### src/rtl/cfgmask_pkg.sv
package cfgmask_pkg;
  localparam int WORD_W    = 32;
  localparam int HALF_W    = WORD_W / 2;
  localparam int NUM_CTRL  = 7;
  localparam int STAT_IDX  = 8;   // word index of the status word (byte 0x20)
  localparam int SEQ_IDX   = 6;   // word index feeding the sequencer (byte 0x18)
  localparam int PWR_BIT   = 0;
  localparam int DLLEN_BIT = 1;
  localparam int CAL_BIT   = 6;
  localparam int LOCK_BIT  = 5;
endpackage

### src/rtl/cfgmask_decode.sv
module cfgmask_decode #(
  parameter int ADDR_W = 8,
  parameter int NCTRL  = cfgmask_pkg::NUM_CTRL
) (
  input  logic              clk,
  input  logic              rst_n,
  input  logic [ADDR_W-1:0] addr,
  output logic [NCTRL-1:0]  ctrl_sel,
  output logic              stat_sel
);
  localparam int IDX_W = ADDR_W - 2;

  logic [IDX_W-1:0] word_idx;
  logic             aligned;

  assign word_idx = addr[ADDR_W-1:2];
  assign aligned  = (addr[1:0] == 2'b00);

  for (genvar i = 0; i < NCTRL; i++) begin : g_sel
    assign ctrl_sel[i] = aligned && (word_idx == IDX_W'(i));
  end

  assign stat_sel = aligned && (word_idx == IDX_W'(cfgmask_pkg::STAT_IDX));

  // at most one target is ever selected
  a_r5_single_target: assert property (@(posedge clk) disable iff (!rst_n)
    $onehot0({ctrl_sel, stat_sel}));
endmodule

### src/rtl/cfgmask_word.sv
module cfgmask_word #(
  parameter int WW = cfgmask_pkg::WORD_W,
  localparam int HW = WW / 2
) (
  input  logic          clk,
  input  logic          rst_n,
  input  logic          we,
  input  logic [WW-1:0] wdata,
  output logic [HW-1:0] q
);
  logic [HW-1:0] en_bits;
  logic [HW-1:0] new_bits;

  assign en_bits  = wdata[WW-1:HW];
  assign new_bits = wdata[HW-1:0];

  always_ff @(posedge clk or negedge rst_n) begin
    if (!rst_n)  q <= '0;
    else if (we) q <= (q & ~en_bits) | (new_bits & en_bits);
  end

  // without a write the word does not move
  a_r2_idle_hold: assert property (@(posedge clk) disable iff (!rst_n)
    !we |=> $stable(q));
  // bits whose enable was clear never change on a write
  a_r2_masked_keep: assert property (@(posedge clk) disable iff (!rst_n)
    we |=> (((q ^ $past(q)) & ~$past(en_bits)) == '0));
endmodule

### src/rtl/cfgmask_rdmux.sv
module cfgmask_rdmux #(
  parameter int NCTRL = cfgmask_pkg::NUM_CTRL,
  parameter int WW    = cfgmask_pkg::WORD_W,
  localparam int HW   = WW / 2
) (
  input  logic [NCTRL*HW-1:0] ctrl_flat,
  input  logic [NCTRL-1:0]    ctrl_sel,
  input  logic                stat_sel,
  input  logic                cal_done,
  input  logic                dll_locked,
  output logic [WW-1:0]       rd_val
);
  always_comb begin
    rd_val = '0;
    for (int i = 0; i < NCTRL; i++) begin
      if (ctrl_sel[i]) rd_val[HW-1:0] = ctrl_flat[i*HW +: HW];
    end
    if (stat_sel) begin
      rd_val[cfgmask_pkg::CAL_BIT]  = cal_done;
      rd_val[cfgmask_pkg::LOCK_BIT] = dll_locked;
    end
  end
endmodule

### src/rtl/cfgmask_bank.sv
module cfgmask_bank #(
  parameter int ADDR_W = 8
) (
  input  logic        clk,
  input  logic        rst_n,
  input  logic        wr_stb,
  input  logic        rd_stb,
  input  logic [7:0]  addr,
  input  logic [31:0] wr_data,
  output logic [31:0] rd_data,
  input  logic        cal_done_i,
  input  logic        dll_locked_i,
  output logic        pwr_en_o,
  output logic        dll_en_o
);
  import cfgmask_pkg::*;

  localparam int NC = NUM_CTRL;
  localparam int HW = HALF_W;

  logic [NC-1:0]    ctrl_sel;
  logic             stat_sel;
  logic [NC*HW-1:0] ctrl_flat;
  logic [WORD_W-1:0] rd_val;
  logic [HW-1:0]    seq_word;

  cfgmask_decode #(.ADDR_W(ADDR_W), .NCTRL(NC)) u_dec (
    .clk      (clk),
    .rst_n    (rst_n),
    .addr     (addr[ADDR_W-1:0]),
    .ctrl_sel (ctrl_sel),
    .stat_sel (stat_sel)
  );

  for (genvar i = 0; i < NC; i++) begin : g_word
    cfgmask_word #(.WW(WORD_W)) u_word (
      .clk   (clk),
      .rst_n (rst_n),
      .we    (wr_stb && ctrl_sel[i]),
      .wdata (wr_data),
      .q     (ctrl_flat[i*HW +: HW])
    );
  end

  cfgmask_rdmux #(.NCTRL(NC), .WW(WORD_W)) u_mux (
    .ctrl_flat  (ctrl_flat),
    .ctrl_sel   (ctrl_sel),
    .stat_sel   (stat_sel),
    .cal_done   (cal_done_i),
    .dll_locked (dll_locked_i),
    .rd_val     (rd_val)
  );

  always_ff @(posedge clk or negedge rst_n) begin
    if (!rst_n)      rd_data <= '0;
    else if (rd_stb) rd_data <= rd_val;
  end

  assign seq_word = ctrl_flat[SEQ_IDX*HW +: HW];
  assign pwr_en_o = seq_word[PWR_BIT];
  assign dll_en_o = seq_word[DLLEN_BIT];

  // read data only moves on a read strobe
  a_r7_rdata_hold: assert property (@(posedge clk) disable iff (!rst_n)
    !rd_stb |=> $stable(rd_data));
  // enable half of a control word never reads back
  a_r3_upper_zero: assert property (@(posedge clk) disable iff (!rst_n)
    (rd_stb && (|ctrl_sel)) |=> (rd_data[31:16] == 16'h0));
  // holes read as zero
  a_r5_hole_zero: assert property (@(posedge clk) disable iff (!rst_n)
    (rd_stb && !(|ctrl_sel) && !stat_sel) |=> (rd_data == 32'h0));
  // only the two flag bits of the status word can be set
  a_r4_status_bits: assert property (@(posedge clk) disable iff (!rst_n)
    (rd_stb && stat_sel) |=> ((rd_data & ~32'h0000_0060) == 32'h0));
  // sequencer pins change only through a write
  a_r6_pins_hold: assert property (@(posedge clk) disable iff (!rst_n)
    !wr_stb |=> ($stable(pwr_en_o) && $stable(dll_en_o)));
endmodule

### config.mk
export PLATFORM = sky130hd
export DESIGN_NAME = cfgmask_bank
export DESIGN_NICKNAME = d
export VERILOG_FILES = /design/src/rtl/cfgmask_pkg.sv /design/src/rtl/cfgmask_decode.sv /design/src/rtl/cfgmask_word.sv /design/src/rtl/cfgmask_rdmux.sv /design/src/rtl/cfgmask_bank.sv
export SDC_FILE = /design/constraint.sdc
export NUM_CORES = 1
export LEC_CHECK = 0
export ABC_CLOCK_PERIOD_IN_PS = 2100
export CAP_MARGIN = 30
export CORE_ASPECT_RATIO = 2
export CORE_UTILIZATION = 30
export DETAILED_ROUTE_END_ITERATION = 12
export PLACE_DENSITY = 0.44
export SLEW_MARGIN = 10
export SYNTH_ARGS = -nofsm -noshare
export SYNTH_HDL_FRONTEND = slang
export SYNTH_HIERARCHICAL = 1
export SYNTH_SLANG_ARGS = --single-unit
### constraint.sdc
create_clock -name clk -period 2.1 [get_ports clk]
set_input_delay 0.42 -clock clk [delete_from_list [all_inputs] [get_ports clk]]
set_output_delay 0.42 -clock clk [all_outputs]
set_load 0.02 [all_outputs]
==> impl_metrics.toml <==
[drt]
detail_route.vias_per_cell = 4.78
final_antenna_net_count = 0
vias = 5173
drcViolationCount = 0
first_pass_iters = 4
drt_iter0_drc = 251
wl_per_cell_um = 20.8
finalWirelength_um = 22500

[logic_synthesis]
ys_seq_elements = 144
synth-async-reset-ratio = 1.00
synth_cell_types = 37
yosys_warnings = 6
avgSynthCellArea_um2 = 12.5
synth_area_leaders = "dfrtp_1, mux2_4, mux2_2"
synthFlopType = "dfrtp_1"
synth-edff-count = 0
yosysTopAreaCell = "dfrtp_1"
synthDominantCellAreaShare = 0.478
ys_seq_area_frac = 0.478
netlist_instances = 604
syn-cell-area_mm2 = 0.00754

[setup_path]
worst-path-max-fanout = 5
end_kind = "register"
cp_data_required_time_ns = 2.42
arrival_ns = 2.55
critPathKind = "in2reg"
crit_path_start_kind = "input pin"
reg2reg_setup_slack_ns = 0.59

[die]
io-pin-count = 80
die_area_mm2 = 0.0258
core_mm2 = 0.0245
die_w_um = 114
rows = 81
fp.dieH_um = 226
initial_core_util = 0.307

[cells_and_area]
final_common_cell = "dfrtp_1"
diodes = 0
final_cell_mix = "dfrtp_1, mux2_4, nand2_1, clkdlybuf4s50_1, mux2_2"
area_growth_pct = 33.3
layout-drive-gt1-share = 0.415
final_nets = 784
num-fill-cells = 2399
finalInstanceArea_mm2 = 0.0100

[power]
ir_drop_v = 0.000378
power-per-cell-area_mw_per_mm2 = 684
p_leak_nw = 4.69

[timing]
max_slew_margin = 0.640
drv_slew = 0
layout_setup_ws_ns = -0.132
min_period_over_period = 1.06
max_freq_mhz = 448
fin_skew_ns = 0.00818
period_minus_slack_ns = 2.23
finalSetupViolations = 18
tightestPinTransition_ns = 0.540
fin_tns_setup_ns = -1.19
hold_violations = 0
holdWs_ns = 0.505
rsz0062_at_grt = "true"

[run]
drv_cap = 0

[run_status]
outcome = "complete, but fails checks"
failed_checks = "negative setup slack"

[clock_tree]
clock_sinks = 144
cts-htree-levels = 4
clockRootBuffer = "clkbuf_16"
tritoncts = "done"
clock_latency_ns = 0.44
cts.reportedPaths.clkPinSlew_ns = 0.06
max-clock-path-buffers = 2
cts_buffers = 17

[min_path]
hold_path.class = "reg2reg"

[global_route]
antenna_found_initial = 0
grt-ovfl-total = 0
grt_pass1_wl_um = 34500
grt_max_degree = 48
grt_pass1_vias = 5773
grt_usage = 0.185

[placed_design]
place.port_buffers = 79
dpl_cell_area_mm2 = 0.00894
dp_hpwl_um = 14200
gp_congestion = 0.752
-- per-layer routing --
| layer | share of wire | wire length, um | up-vias | global-route usage |
|---|---|---|---|---|
| met5 | 0 | 0 | - | 0 |
| met4 | 0.026 | 592 | 0 | 0.0762 |
| met3 | 0.025 | 567 | 27 | 0.0333 |
| li1 | - | - | 2365 | - |
| met2 | 0.56 | 12700 | 92 | 0.348 |
| met1 | 0.39 | 8690 | 2689 | 0.199 |
-- cells in the mapped netlist (4+ instances only) --
cell and n:
dfrtp_1 144, nand2_1 118, mux2_4 100, mux2_2 44, a21oi_1 21, o21ai_0 21
buf_6 18, buf_4 16, inv_1 15, a22oi_1 13, o21ai_1 9, a221o_1 8
a221oi_2 8, nor2_1 8, and2_1 7, a221o_2 6, a221oi_1 6, buf_2 6
nand2b_1 6, nor4_1 4
-- critical path, cell delays in order --
cell and delay, ns:
buf_6 0.09, or4_4 0.57, nor4_4 0.16, buf_6 0.14, nor2b_4 0.07, buf_6 0.12
a221o_2 0.36, a221oi_2 0.24, o21ai_1 0.10, mux2_4 0.26
-- cell families (layout without fill, tap and decap cells) --
logic type      Yosys count  in the layout  synth area share
compound gates           96             96            0.0933
other cells               1             16          0.000498
mux                     146            146             0.268
simple gates            151            152            0.0878
buf+inv                  66            197            0.0727
flops                   144            144             0.478
-- final timing paths --
check | start | to | cells after the start
worst max-delay path | addr[4] | rd_data[0]$_DFFE_PN0P_ | 10
worst min-delay path | register | register | 1
worst max register to register | register | rd_data[2]$_DFFE_PN0P_ | 4
worst min register to register | register | register | 1
max in group asynchronous | rst_n | async pin | 3
min in group asynchronous | rst_n | async pin | 2
-- repair_timing --
| action | 4_1_cts | 5_1_grt |
|---|---|---|
| gates cloned | 5 | 1 |
| hold buffers | 1 | 0 |
| pin swaps | 20 | 24 |
| hold endpoints to repair | 43 | 0 |
| setup buffers | 10 | 2 |
| setup endpoints to repair | 128 | 102 |
| resized for setup | 66 | 29 |
-- stage by stage --
stage | worst slack [ns] | instances | util | power, mW
3_5_place_dp | -1.09 | 1033 | 0.365 | 3.53
5_1_grt | -0.185 | 1083 | 0.409 | 7.13
4_1_cts | -0.246 | 1081 | 0.406 | 6.96
3_3_place_gp | -1.08 | 1033 | 0.365 | 3.52
2_1_floorplan | -0.323 | 619 | - | 3.21
6_report | -0.132 | 1083 | 0.409 | 6.87
-- power breakdown --
group	internal [mW]	total (mW)	switching, mW
Combinational	0.289	0.569	0.280
Sequential	2.87	2.92	0.0545
Clock	2.15	3.37	1.23
-- cell type report --
| class | count | area, um2 | area share |
|---|---|---|---|
| clock inverters | 8 | 150 | 0.0149 |
| multi-input cells | 410 | 3660 | 0.365 |
| repair buffers | 150 | 1650 | 0.165 |
| clock buffers | 24 | 502 | 0.0500 |
| flip-flops and latches | 144 | 3600 | 0.359 |
| well taps | 332 | 415 | 0.0414 |
| inverters | 15 | 56.3 | 0.00561 |
No activity file was read; power rests on OpenSTA's default activity.
